--- src/rtl/hqd_pkg.sv ---
package hqd_pkg;
  localparam int unsigned NUM_FLD = 5;
  localparam int unsigned FLD_W   = 32;
  localparam int unsigned HASH_W  = 64;
  localparam logic [HASH_W-1:0] CRC_POLY = 64'h42F0_E1EB_A9EA_3693;

  // field index = key position, 0 is fed first
  typedef enum logic [2:0] {
    F_IP_SRC = 3'd0,
    F_IP_DST = 3'd1,
    F_SPI    = 3'd2,
    F_L4_SRC = 3'd3,
    F_L4_DST = 3'd4
  } fld_e;

  typedef enum logic [1:0] {
    DS_NONE_A = 2'd0,
    DS_NONE_B = 2'd1,
    DS_REG0   = 2'd2,
    DS_REG1   = 2'd3
  } dsel_e;

  function automatic int unsigned fld_bits(input int unsigned idx);
    return (idx >= int'(F_L4_SRC)) ? 16 : 32;
  endfunction

  function automatic logic [HASH_W-1:0] crc_feed(input logic [HASH_W-1:0] st,
                                                 input logic [FLD_W-1:0]  d,
                                                 input int unsigned       nbits);
    logic [HASH_W-1:0] s;
    logic fb;
    s = st;
    for (int j = FLD_W - 1; j >= 0; j--) begin
      if (j < int'(nbits)) begin
        fb = s[HASH_W-1] ^ d[j];
        s  = {s[HASH_W-2:0], 1'b0};
        if (fb) s = s ^ CRC_POLY;
      end
    end
    return s;
  endfunction

  function automatic logic [FLD_W-1:0] dflt_pick(input dsel_e c,
                                                 input logic [FLD_W-1:0] d0,
                                                 input logic [FLD_W-1:0] d1);
    case (c)
      DS_REG0: return d0;
      DS_REG1: return d1;
      default: return '0;
    endcase
  endfunction
endpackage

--- src/rtl/hqd_key_build.sv ---
module hqd_key_build
  import hqd_pkg::*;
#(
  parameter int unsigned QW = 24,
  parameter int unsigned SW = 6,
  parameter int unsigned PW = 16
) (
  input  logic                          clk_i,
  input  logic                          rst_ni,
  input  logic                          en_i,
  input  logic [NUM_FLD-1:0]            fld_sel_i,
  input  logic [1:0]                    ip_dsel_i,
  input  logic [1:0]                    l4_dsel_i,
  input  logic [FLD_W-1:0]              dflt0_i,
  input  logic [FLD_W-1:0]              dflt1_i,
  input  logic                          sym_i,
  input  logic [SW-1:0]                 shift_i,
  input  logic [QW-1:0]                 qmask_i,
  input  logic [QW-1:0]                 qbase_i,
  input  logic                          frm_valid_i,
  input  logic                          ip_ok_i,
  input  logic                          l4_ok_i,
  input  logic [FLD_W-1:0]              ip_src_i,
  input  logic [FLD_W-1:0]              ip_dst_i,
  input  logic [FLD_W-1:0]              spi_i,
  input  logic [PW-1:0]                 l4_src_i,
  input  logic [PW-1:0]                 l4_dst_i,
  output logic                          key_valid_o,
  output logic [NUM_FLD-1:0]            key_sel_o,
  output logic [NUM_FLD-1:0][FLD_W-1:0] key_fld_o,
  output logic [SW-1:0]                 key_shift_o,
  output logic [QW-1:0]                 key_qmask_o,
  output logic [QW-1:0]                 key_qbase_o
);
  localparam int unsigned PAD = FLD_W - PW;

  logic [FLD_W-1:0] ip_dv, ip_a, ip_b;
  logic [PW-1:0]    pt_dv, pt_a, pt_b;
  logic [NUM_FLD-1:0]            sel_d;
  logic [NUM_FLD-1:0][FLD_W-1:0] fld_d;
  logic sym_q;

  // port bit (NUM_FLD-1) is key position 0
  for (genvar i = 0; i < NUM_FLD; i++) begin : g_sel
    assign sel_d[i] = fld_sel_i[NUM_FLD-1-i];
  end

  always_comb begin
    ip_dv = dflt_pick(dsel_e'(ip_dsel_i), dflt0_i, dflt1_i);
    pt_dv = PW'(dflt_pick(dsel_e'(l4_dsel_i), dflt0_i, dflt1_i));
    ip_a  = ip_ok_i ? ip_src_i : ip_dv;
    ip_b  = ip_ok_i ? ip_dst_i : ip_dv;
    pt_a  = l4_ok_i ? l4_src_i : pt_dv;
    pt_b  = l4_ok_i ? l4_dst_i : pt_dv;
    if (sym_i && (ip_a > ip_b)) begin
      ip_a = ip_b;
      ip_b = ip_ok_i ? ip_src_i : ip_dv;
    end
    if (sym_i && (pt_a > pt_b)) begin
      pt_a = pt_b;
      pt_b = l4_ok_i ? l4_src_i : pt_dv;
    end
    fld_d           = '0;
    fld_d[F_IP_SRC] = ip_a;
    fld_d[F_IP_DST] = ip_b;
    fld_d[F_SPI]    = spi_i;
    fld_d[F_L4_SRC] = {{PAD{1'b0}}, pt_a};
    fld_d[F_L4_DST] = {{PAD{1'b0}}, pt_b};
  end

  always_ff @(posedge clk_i or negedge rst_ni) begin
    if (!rst_ni) begin
      key_valid_o <= 1'b0;
      key_sel_o   <= '0;
      key_fld_o   <= '0;
      key_shift_o <= '0;
      key_qmask_o <= '0;
      key_qbase_o <= '0;
      sym_q       <= 1'b0;
    end else begin
      key_valid_o <= frm_valid_i & en_i;
      if (frm_valid_i) begin
        key_sel_o   <= sel_d;
        key_fld_o   <= fld_d;
        key_shift_o <= shift_i;
        key_qmask_o <= qmask_i;
        key_qbase_o <= qbase_i;
        sym_q       <= sym_i;
      end
    end
  end

  AST_SYM_ORDERED: assert property (@(posedge clk_i) disable iff (!rst_ni)
    key_valid_o && sym_q |->
      (key_fld_o[F_IP_SRC] <= key_fld_o[F_IP_DST]) &&
      (key_fld_o[F_L4_SRC] <= key_fld_o[F_L4_DST]));
endmodule

--- src/rtl/hqd_crc_stage.sv ---
module hqd_crc_stage
  import hqd_pkg::*;
#(
  parameter int unsigned QW = 24,
  parameter int unsigned SW = 6
) (
  input  logic                          clk_i,
  input  logic                          rst_ni,
  input  logic                          valid_i,
  input  logic [NUM_FLD-1:0]            sel_i,
  input  logic [NUM_FLD-1:0][FLD_W-1:0] fld_i,
  input  logic [SW-1:0]                 shift_i,
  input  logic [QW-1:0]                 qmask_i,
  input  logic [QW-1:0]                 qbase_i,
  output logic                          valid_o,
  output logic [HASH_W-1:0]             hash_o,
  output logic [SW-1:0]                 shift_o,
  output logic [QW-1:0]                 qmask_o,
  output logic [QW-1:0]                 qbase_o
);
  logic [NUM_FLD:0][HASH_W-1:0] chain;

  assign chain[0] = '0;
  // unselected fields pass the running state through
  for (genvar i = 0; i < NUM_FLD; i++) begin : g_fld
    assign chain[i+1] = sel_i[i] ? crc_feed(chain[i], fld_i[i], fld_bits(i))
                                 : chain[i];
  end

  always_ff @(posedge clk_i or negedge rst_ni) begin
    if (!rst_ni) begin
      valid_o <= 1'b0;
      hash_o  <= '0;
      shift_o <= '0;
      qmask_o <= '0;
      qbase_o <= '0;
    end else begin
      valid_o <= valid_i;
      if (valid_i) begin
        hash_o  <= chain[NUM_FLD];
        shift_o <= shift_i;
        qmask_o <= qmask_i;
        qbase_o <= qbase_i;
      end
    end
  end

  AST_EMPTY_KEY_ZERO: assert property (@(posedge clk_i) disable iff (!rst_ni)
    valid_o && ($past(sel_i) == '0) |-> hash_o == '0);
endmodule

--- src/rtl/hqd_qsel.sv ---
module hqd_qsel
  import hqd_pkg::*;
#(
  parameter int unsigned QW = 24,
  parameter int unsigned SW = 6
) (
  input  logic              clk_i,
  input  logic              rst_ni,
  input  logic              valid_i,
  input  logic [HASH_W-1:0] hash_i,
  input  logic [SW-1:0]     shift_i,
  input  logic [QW-1:0]     qmask_i,
  input  logic [QW-1:0]     qbase_i,
  output logic              valid_o,
  output logic [QW-1:0]     qid_o
);
  logic [QW-1:0] qid_d;

  assign qid_d = qbase_i | (QW'(hash_i >> shift_i) & qmask_i);

  always_ff @(posedge clk_i or negedge rst_ni) begin
    if (!rst_ni) begin
      valid_o <= 1'b0;
      qid_o   <= '0;
    end else begin
      valid_o <= valid_i;
      if (valid_i) qid_o <= qid_d;
    end
  end

  AST_QID_KEEPS_BASE: assert property (@(posedge clk_i) disable iff (!rst_ni)
    valid_o |-> ((qid_o ^ $past(qbase_i)) & ~$past(qmask_i)) == '0);
endmodule

--- src/rtl/hqd_dist.sv ---
module hqd_dist
  import hqd_pkg::*;
#(
  parameter int unsigned QW = 24,
  parameter int unsigned SW = 6,
  parameter int unsigned PW = 16
) (
  input  logic               clk_i,
  input  logic               rst_ni,
  input  logic               scm_en_i,
  input  logic [NUM_FLD-1:0] scm_fld_sel_i,
  input  logic [1:0]         scm_ip_dsel_i,
  input  logic [1:0]         scm_l4_dsel_i,
  input  logic [FLD_W-1:0]   scm_dflt0_i,
  input  logic [FLD_W-1:0]   scm_dflt1_i,
  input  logic               scm_sym_i,
  input  logic [SW-1:0]      scm_shift_i,
  input  logic [QW-1:0]      scm_qmask_i,
  input  logic [QW-1:0]      scm_qbase_i,
  input  logic               frm_valid_i,
  input  logic               frm_ip_ok_i,
  input  logic               frm_l4_ok_i,
  input  logic [FLD_W-1:0]   frm_ip_src_i,
  input  logic [FLD_W-1:0]   frm_ip_dst_i,
  input  logic [FLD_W-1:0]   frm_spi_i,
  input  logic [PW-1:0]      frm_l4_src_i,
  input  logic [PW-1:0]      frm_l4_dst_i,
  output logic               qid_valid_o,
  output logic [QW-1:0]      qid_o
);
  logic                          k_valid;
  logic [NUM_FLD-1:0]            k_sel;
  logic [NUM_FLD-1:0][FLD_W-1:0] k_fld;
  logic [SW-1:0]                 k_shift, h_shift;
  logic [QW-1:0]                 k_qmask, k_qbase, h_qmask, h_qbase;
  logic                          h_valid;
  logic [HASH_W-1:0]             h_hash;

  hqd_key_build #(.QW(QW), .SW(SW), .PW(PW)) i_key (
    .clk_i       (clk_i),
    .rst_ni      (rst_ni),
    .en_i        (scm_en_i),
    .fld_sel_i   (scm_fld_sel_i),
    .ip_dsel_i   (scm_ip_dsel_i),
    .l4_dsel_i   (scm_l4_dsel_i),
    .dflt0_i     (scm_dflt0_i),
    .dflt1_i     (scm_dflt1_i),
    .sym_i       (scm_sym_i),
    .shift_i     (scm_shift_i),
    .qmask_i     (scm_qmask_i),
    .qbase_i     (scm_qbase_i),
    .frm_valid_i (frm_valid_i),
    .ip_ok_i     (frm_ip_ok_i),
    .l4_ok_i     (frm_l4_ok_i),
    .ip_src_i    (frm_ip_src_i),
    .ip_dst_i    (frm_ip_dst_i),
    .spi_i       (frm_spi_i),
    .l4_src_i    (frm_l4_src_i),
    .l4_dst_i    (frm_l4_dst_i),
    .key_valid_o (k_valid),
    .key_sel_o   (k_sel),
    .key_fld_o   (k_fld),
    .key_shift_o (k_shift),
    .key_qmask_o (k_qmask),
    .key_qbase_o (k_qbase)
  );

  hqd_crc_stage #(.QW(QW), .SW(SW)) i_crc (
    .clk_i   (clk_i),
    .rst_ni  (rst_ni),
    .valid_i (k_valid),
    .sel_i   (k_sel),
    .fld_i   (k_fld),
    .shift_i (k_shift),
    .qmask_i (k_qmask),
    .qbase_i (k_qbase),
    .valid_o (h_valid),
    .hash_o  (h_hash),
    .shift_o (h_shift),
    .qmask_o (h_qmask),
    .qbase_o (h_qbase)
  );

  hqd_qsel #(.QW(QW), .SW(SW)) i_qsel (
    .clk_i   (clk_i),
    .rst_ni  (rst_ni),
    .valid_i (h_valid),
    .hash_i  (h_hash),
    .shift_i (h_shift),
    .qmask_i (h_qmask),
    .qbase_i (h_qbase),
    .valid_o (qid_valid_o),
    .qid_o   (qid_o)
  );

  AST_FIXED_LATENCY: assert property (@(posedge clk_i) disable iff (!rst_ni)
    frm_valid_i && scm_en_i |=> ##2 qid_valid_o);
  AST_DISABLED_SILENT: assert property (@(posedge clk_i) disable iff (!rst_ni)
    frm_valid_i && !scm_en_i |=> ##2 !qid_valid_o);
  AST_NO_IDLE_STROBE: assert property (@(posedge clk_i) disable iff (!rst_ni)
    !frm_valid_i |=> ##2 !qid_valid_o);
endmodule

--- config.mk ---
export PLATFORM = sky130hd
export DESIGN_NAME = hqd_dist
export DESIGN_NICKNAME = d
export VERILOG_FILES = /design/src/rtl/hqd_pkg.sv /design/src/rtl/hqd_key_build.sv /design/src/rtl/hqd_crc_stage.sv /design/src/rtl/hqd_qsel.sv /design/src/rtl/hqd_dist.sv
export SDC_FILE = /design/constraint.sdc
export NUM_CORES = 2
export LEC_CHECK = 0
export ABC_CLOCK_PERIOD_IN_PS = 23200
export BUFFER_PORTS_ARGS = -buffer_cell sky130_fd_sc_hd__buf_2
export CORE_MARGIN = 8
export CORE_UTILIZATION = 45
export CTS_BUF_LIST = sky130_fd_sc_hd__clkbuf_4 sky130_fd_sc_hd__clkbuf_8
export DETAILED_ROUTE_END_ITERATION = 10
export PLACE_DENSITY_LB_ADDON = 0.1
export SYNTH_ARGS = -nofsm -noshare
export SYNTH_HDL_FRONTEND = slang
export SYNTH_SLANG_ARGS = --single-unit
--- constraint.sdc ---
create_clock -name clk_i -period 23.2 [get_ports clk_i]
set_input_delay 4.64 -clock clk_i [delete_from_list [all_inputs] [get_ports clk_i]]
set_output_delay 4.64 -clock clk_i [all_outputs]
set_load 0.02 [all_outputs]
; ---- Word level (Yosys, flattened, before mapping)
; Index checks and enable logic that the tools add are counted.
; W data, S select, Z words.
[op_classes]
bitwise_logic = 257
shifts = 1
n_mux = 143
eq_ne = 4
magnitude_cmp = 2
n_reduce_logical = 2
[op_table]
columns = cell, count
row1 = $mux W63, 128
row2 = $not A33 Y33, 127
row3 = $mux W64, 5
row4 = $mux W32, 4
row5 = $xor A1 B1 Y1, 126
row6 = $mux W16, 4
row7 = $pmux W32 S2, 1
row8 = $shr A64 B6 Y24, 1
row9 = $gt A32 B32 Y1, 1
row10 = $pmux W16 S2, 1
row11 = $and A24 B24 Y24, 1
row12 = $or A24 B24 Y24, 1
row13 = $gt A16 B16 Y1, 1
row14 = $eq A2 B2 Y1 const B, 4
row15 = $logic_and A1 B1 Y1, 2
row16 = $and A1 B1 Y1, 1
row17 = $xor A1 B1 Y1 const A, 1
[word_totals]
word_cells = 426
output_inout_bits = 25
ff_bits = 332
inputBits = 262

; ---- Depth between registers and ports, before layout
[depth]
ltp_word = 260
mapped_depth = 51
ltp_nobuf = 39

; ---- Modules after synthesis
; A second synthesis with hierarchy kept.
[unflattened]
hier_cells = 5028
area_unflattened_um2 = 54249.5
[by_module_without_submodules]
columns = mod, instances, cells_per_inst, area_each_um2, seq_area_each_um2
row1 = hqd_crc_stage, 1, 3199, 37053.0, 2977.9
row2 = hqd_key_build, 1, 1190, 11340.9, 4704.5
row3 = hqd_qsel, 1, 639, 5855.6, 625.6

; ---- Least setup slack after synthesis
; OpenSTA, ideal clock, no wires.
[synth_path]
path_type = flip-flop to flip-flop
start = register i_key.key_fld_o[26] in the netlist's numbering
end = register i_crc.hash_o[13]
required_ns = 23.072
stages_incl_launch_ff = 45
path_slack_ns = 7.429
arrival_ns = 15.644
n_path_buf = 5
setup_ns = 0.128
synth_period_minus_slack_ns = 15.771
cell_sequence = dfrtp_1 > buf_4 > xnor3_2 > xor3_2 > xnor3_1 > xnor3_2 > xnor2_4 > xnor3_2 > xnor3_1 > and2_2 > xnor3_2 > xnor3_2 > xnor2_4 > xnor2_1 > xnor3_2 > xnor3_2 > xnor2_2 > xnor3_1 > [9 not listed] > xnor3_1 > xor3_1 > mux2i_4 > xnor3_1 > xor2_2 > xnor3_4 > xnor3_1 > mux2i_4 > xnor3_1 > buf_6 > xnor2_1 > xnor3_1 > buf_4 > xor2_1 > xor2_4 > xnor3_1 > o21ai_1 > o21ai_1
[synth_between]
elab_chain_cells = 191
word_cells_on_any_way = 370
cone_classes = 128 x mux / 242 x bitwise
[synth_rtl]
columns = item, line_no
row1 = "start, declared", hqd_key_build.sv:30  ; output logic [NUM_FLD-1:0][FLD_W-1:0] key_fld_o,
row2 = "start signal, assigned", hqd_key_build.sv:84  ; key_fld_o <= fld_d;
row3 = $xor A1 B1 Y1 (*), hqd_pkg.sv:35  ; fb = s[HASH_W-1] ^ d[j];
row4 = $mux W63 (*), hqd_pkg.sv:37  ; if (fb) s = s ^ CRC_POLY;
row5 = $mux W63 (tied with other cells), hqd_pkg.sv:37
row6 = $not A33 Y33 (no line) or $mux W63 (tied branches), n/a
row7 = $mux W63 (*), hqd_pkg.sv:37
row8 = $not A33 Y33 (no line) or $mux W63 (tied branches), n/a
row9 = $mux W63 or $not A33 Y33 (tied branches), n/a
row10 = $not A33 Y33 (no line) or $mux W63 (tied branches), n/a
row11 = [175 not listed], n/a
row12 = $not A33 Y33 (no line) (tied with other cells), n/a
row13 = $mux W63 or $not A33 Y33 (tied branches), n/a
row14 = $mux W63, hqd_pkg.sv:37
row15 = $not A33 Y33 (no line) or $xor A1 B1 Y1 (tied branches), n/a
row16 = $mux W63, hqd_pkg.sv:37
row17 = $not A33 Y33 (no line), n/a
row18 = $mux W63, hqd_pkg.sv:37
row19 = $mux W64 (*), hqd_crc_stage.sv:26  ; assign chain[i+1] = sel_i[i] ? crc_feed(chain[i], fld_i[i], fld_bits(i))
row20 = "end signal, assigned", hqd_crc_stage.sv:40  ; hash_o <= chain[NUM_FLD];
row21 = "end, declared", hqd_crc_stage.sv:16  ; output logic [HASH_W-1:0] hash_o,
; Mark *: on every way between the ends. The rest lies on a longest branch, timed or not.
; A chain may end at the register's enable or synchronous reset.

; ---- Final worst setup path
[layout_path]
start = register i_key.key_fld_o[30] in the netlist's numbering
end = register i_crc.hash_o[22]
[layout_between]
elab_chain_cells = 197
word_cells_on_any_way = 382
cone_classes = 132 x mux / 250 x bitwise
[layout_rtl]
columns = item, line_no
row1 = $xor A1 B1 Y1 (*), hqd_pkg.sv:35
row2 = $mux W63 (*), hqd_pkg.sv:37
row3 = $mux W63 or $not A33 Y33 (tied branches), n/a
row4 = $not A33 Y33 (no line) or $mux W63 (tied branches), n/a
row5 = $mux W63 (*), hqd_pkg.sv:37
row6 = $mux W63 or $not A33 Y33 (tied branches), n/a
row7 = $not A33 Y33 (no line) or $mux W63 (tied branches), n/a
row8 = $mux W63 (*), hqd_pkg.sv:37
row9 = [181 not listed], n/a
row10 = $not A33 Y33 (no line) (tied with other cells), n/a
row11 = $mux W63 or $not A33 Y33 (tied branches), n/a
row12 = $mux W63, hqd_pkg.sv:37
row13 = $not A33 Y33 (no line) or $xor A1 B1 Y1 (tied branches), n/a
row14 = $mux W63, hqd_pkg.sv:37
row15 = $not A33 Y33 (no line), n/a
row16 = $mux W63, hqd_pkg.sv:37
row17 = $mux W64 (*), hqd_crc_stage.sv:26
; Marked as above.

==> metrics.yaml <==
clocking:
  h-tree-depth: 3
  clockBufferDepth: 3
  clock-root-buffer: "clkbuf_8"
  cts_setup_buffers: 0
  clock_latency_ps: 740
  tritoncts_clock_tree: "yes"
  cts.reportedPaths.clkPinSlew_ps: 60
  cts_resized: 0
  cts_buffers: 67
  cts.hold.buffers_added: 0
  cts.sinks: 332
global_route:
  grt_max_degree: 97
  grt_use_total_pct: 32.42
  grt_first_pass_wirelength_um: 292300
  antenna_found_initial: 13
  grt.overflow.total: 0
  grt_pass1_vias: 36460
synthesis:
  ys_top_cells_by_count: "xnor2_1 (1247), xnor3_1 (461), xor2_1 (386)"
  post_synthesis_sequential_element_count: 332
  synth-seq-area-share_pct: 15.89
  synthCells: 4729
  yosys-top-cells-area: "xnor2_1 (21%), xnor3_1 (20%), dfrtp_1 (16%)"
  ys_types: 66
  ys.warnings.count: 0
  synth_top_area_share_pct: 20.88
  net_count_after_synthesis: 5039
  synthFlopType: "dfrtp_1"
  synth_area_per_cell_um2: 11.06
  ys_async_sr_fraction_pct: 100.0
  post_synth_instance_area_um2: 52300
  synth_enable_flop_cells: 0
  synth_most_common_cell: "xnor2_1"
  synth_area_leader_cell: "xnor2_1"
worst_setup_path:
  cpLargestDelayFamily: "XOR/XNOR gates"
  timing.critical_path.buf_inv: 0
  regToRegSetupSlack_ps: 1550
  reg2reg_depth: 39
  worst-endpoint-arrival_ps: 22300
  regToRegStartpoint: "i_key.key_fld_o[30]"
  slowest_delay_ps: 960
  largest_fanout_of_any_net_on_the_critical_path: 16
  critical_path_launch_point_type: "register"
  critical-path-top-cell-by-count: "xnor3_1"
  timing.rr.end: "i_crc.hash_o[22]"
  critical_path_required_ps: 23850
  critical_path.slowest_cell: "xor2_1"
  critPathKind: "reg -> reg"
  worst_setup_path_end_kind: "register"
die:
  die_area_um2: 127400
  die_y_um: 356.9
  initial_utilization_pct: 45.18
  core_area_um2: 115700
  dieWidth_um: 356.9
  fp-row-count: 125
  top_level_ports: 287
timing:
  rsz0062_at_grt: "no"
  min_period_ps: 21650
  setup-violations-final: 0
  clock.fmax_ghz: 0.04620
  final.setup_skew_ps: 68.54
  final_max_slew_viol_count: 0
  timing.slew.headroom_pct: 3.851
  layout_worst_path_cycle_share_pct: 93.31
  setup_tns_ps: 0
  hold_viol_final: 0
  worst_pin_slew_ps: 1427
min_path:
  hold_class: "reg -> reg"
  timing.hold.worst.start: "i_key.key_shift_o[5]"
  min_path_cells: 2
  min_delay_worst_endpoint: "i_crc.shift_o[5]"
placement:
  dp_hpwl_um: 176400
  buffer_ports.inserted: 286
  gp_congestion: 1.031
route:
  detail_route.vias_per_cell: 5.804
  initialDrtViolationCount: 4645
  antenna_left: 0
  drc_errors: 0
  detail_route.wirelength_um: 212400
  post_drt_wl_per_cell_um: 32.73
  vias: 37660
  drtPass1Iterations: 7
final_layout:
  area_growth_syn_to_layout_pct: 8.489
  nFillCells: 10780
  multi_input_comb_area_um2: 42640
  num-nets-final: 5223
  layout-drive-gt1-share_pct: 19.87
  seq_area_um2: 8329
outcome:
  run_status: "completed"
job:
  cap_violations: 0
-- logic make-up after synthesis --
logic type	Yosys count	synth area share, %
compound gates	600	6.333
xor+xnor	2337	57.34
fa+ha+maj	48	1.148
buf+inv	323	2.668
mux	557	12.43
simple gates	532	4.189
flops	332	15.89
-- per-stage QoR --
stage | cell area, um2 | worst slack (ps) | util [%] | std cells | hold WS (ps)
after global placement | 55190 | 2097 | 47.69 | 6368 | 463.2
after floorplan | 52300 | 7429 | - | 4729 | 351.9
after global routing | 56720 | 1023 | 49.01 | 6484 | 505.2
after detailed placement | 55190 | 1873 | 47.69 | 6368 | 471.9
after CTS | 56720 | 1796 | 49.01 | 6482 | 474.7
final | 56730 | 1553 | 49.02 | 6488 | 481.1
-- cell usage in the layout, fill, tap and decap left out, types with 48 or more instances in the layout --
| cell type | count |
|---|---|
| inv_1 | 67 |
| xnor2_2 | 59 |
| mux2i_1 | 246 |
| clkbuf_8 | 79 |
| xnor3_1 | 461 |
| ha_1 | 48 |
| dfrtp_1 | 323 |
| o21ai_0 | 164 |
| mux2_2 | 261 |
| xor2_1 | 385 |
| buf_2 | 284 |
| buf_4 | 79 |
| xor3_1 | 78 |
| xnor2_1 | 1245 |
| nor2_1 | 248 |
| nand2_1 | 204 |
| a21oi_1 | 320 |
-- worst min-delay path: cells and delay by family, from the launching register on --
kind / cells / cell delay, ps
simple gates: 1 / 50
flops: 1 / 340
compound gates: 1 / 60
-- how the worst max path moves through the flow --
stage	start	end	slack, ps	depth (start not counted)
floorplan	i_key.key_fld_o[26]	i_crc.hash_o[13]	7430	44
global placement	i_key.key_fld_o[28]	i_crc.hash_o[7]	2100	39
detailed placement	i_key.key_fld_o[28]	i_crc.hash_o[22]	1870	39
CTS	i_key.key_fld_o[28]	i_crc.hash_o[13]	1800	39
global route	i_key.key_fld_o[30]	i_crc.hash_o[23]	1020	39
finish	i_key.key_fld_o[30]	i_crc.hash_o[22]	1550	39
-- per-layer routing --
layer,routed length [um],vias to the layer above,track usage [%]
met2,92100,2087,48.61
met1,90690,18820,46.51
li1,-,16430,-
met4,7826,0,10.32
met5,0,-,0
met3,21760,312,7.083
-- state kept, by name (all words and copies together), names as in the netlist --
register           cells
i_crc.valid_o          1
i_key.key_fld_o      128
i_key.key_sel_o        5
i_key.key_valid_o      1
i_crc.qbase_o         24
i_qsel.valid_o         1
i_key.key_qmask_o     24
i_crc.hash_o          64
i_qsel.qid_o          24
i_crc.shift_o          6
i_key.key_shift_o      6
i_crc.qmask_o         24
i_key.key_qbase_o     24
-- area by class of cell --
class | count | area share (%)
Clock buffer | 97 | 2.155
Sequential cell | 332 | 14.68
Tap cell | 1524 | 3.361
Inverter | 73 | 0.4830
Timing Repair Buffer | 365 | 3.604
Multi-Input combinational cell | 4074 | 75.15
Clock inverter | 17 | 0.5381
Antenna cell | 6 | 0.02646
Power is left out: the tool's default activity adds up to more than one toggle a clock period on the data nets, which glitch-free logic cannot reach.
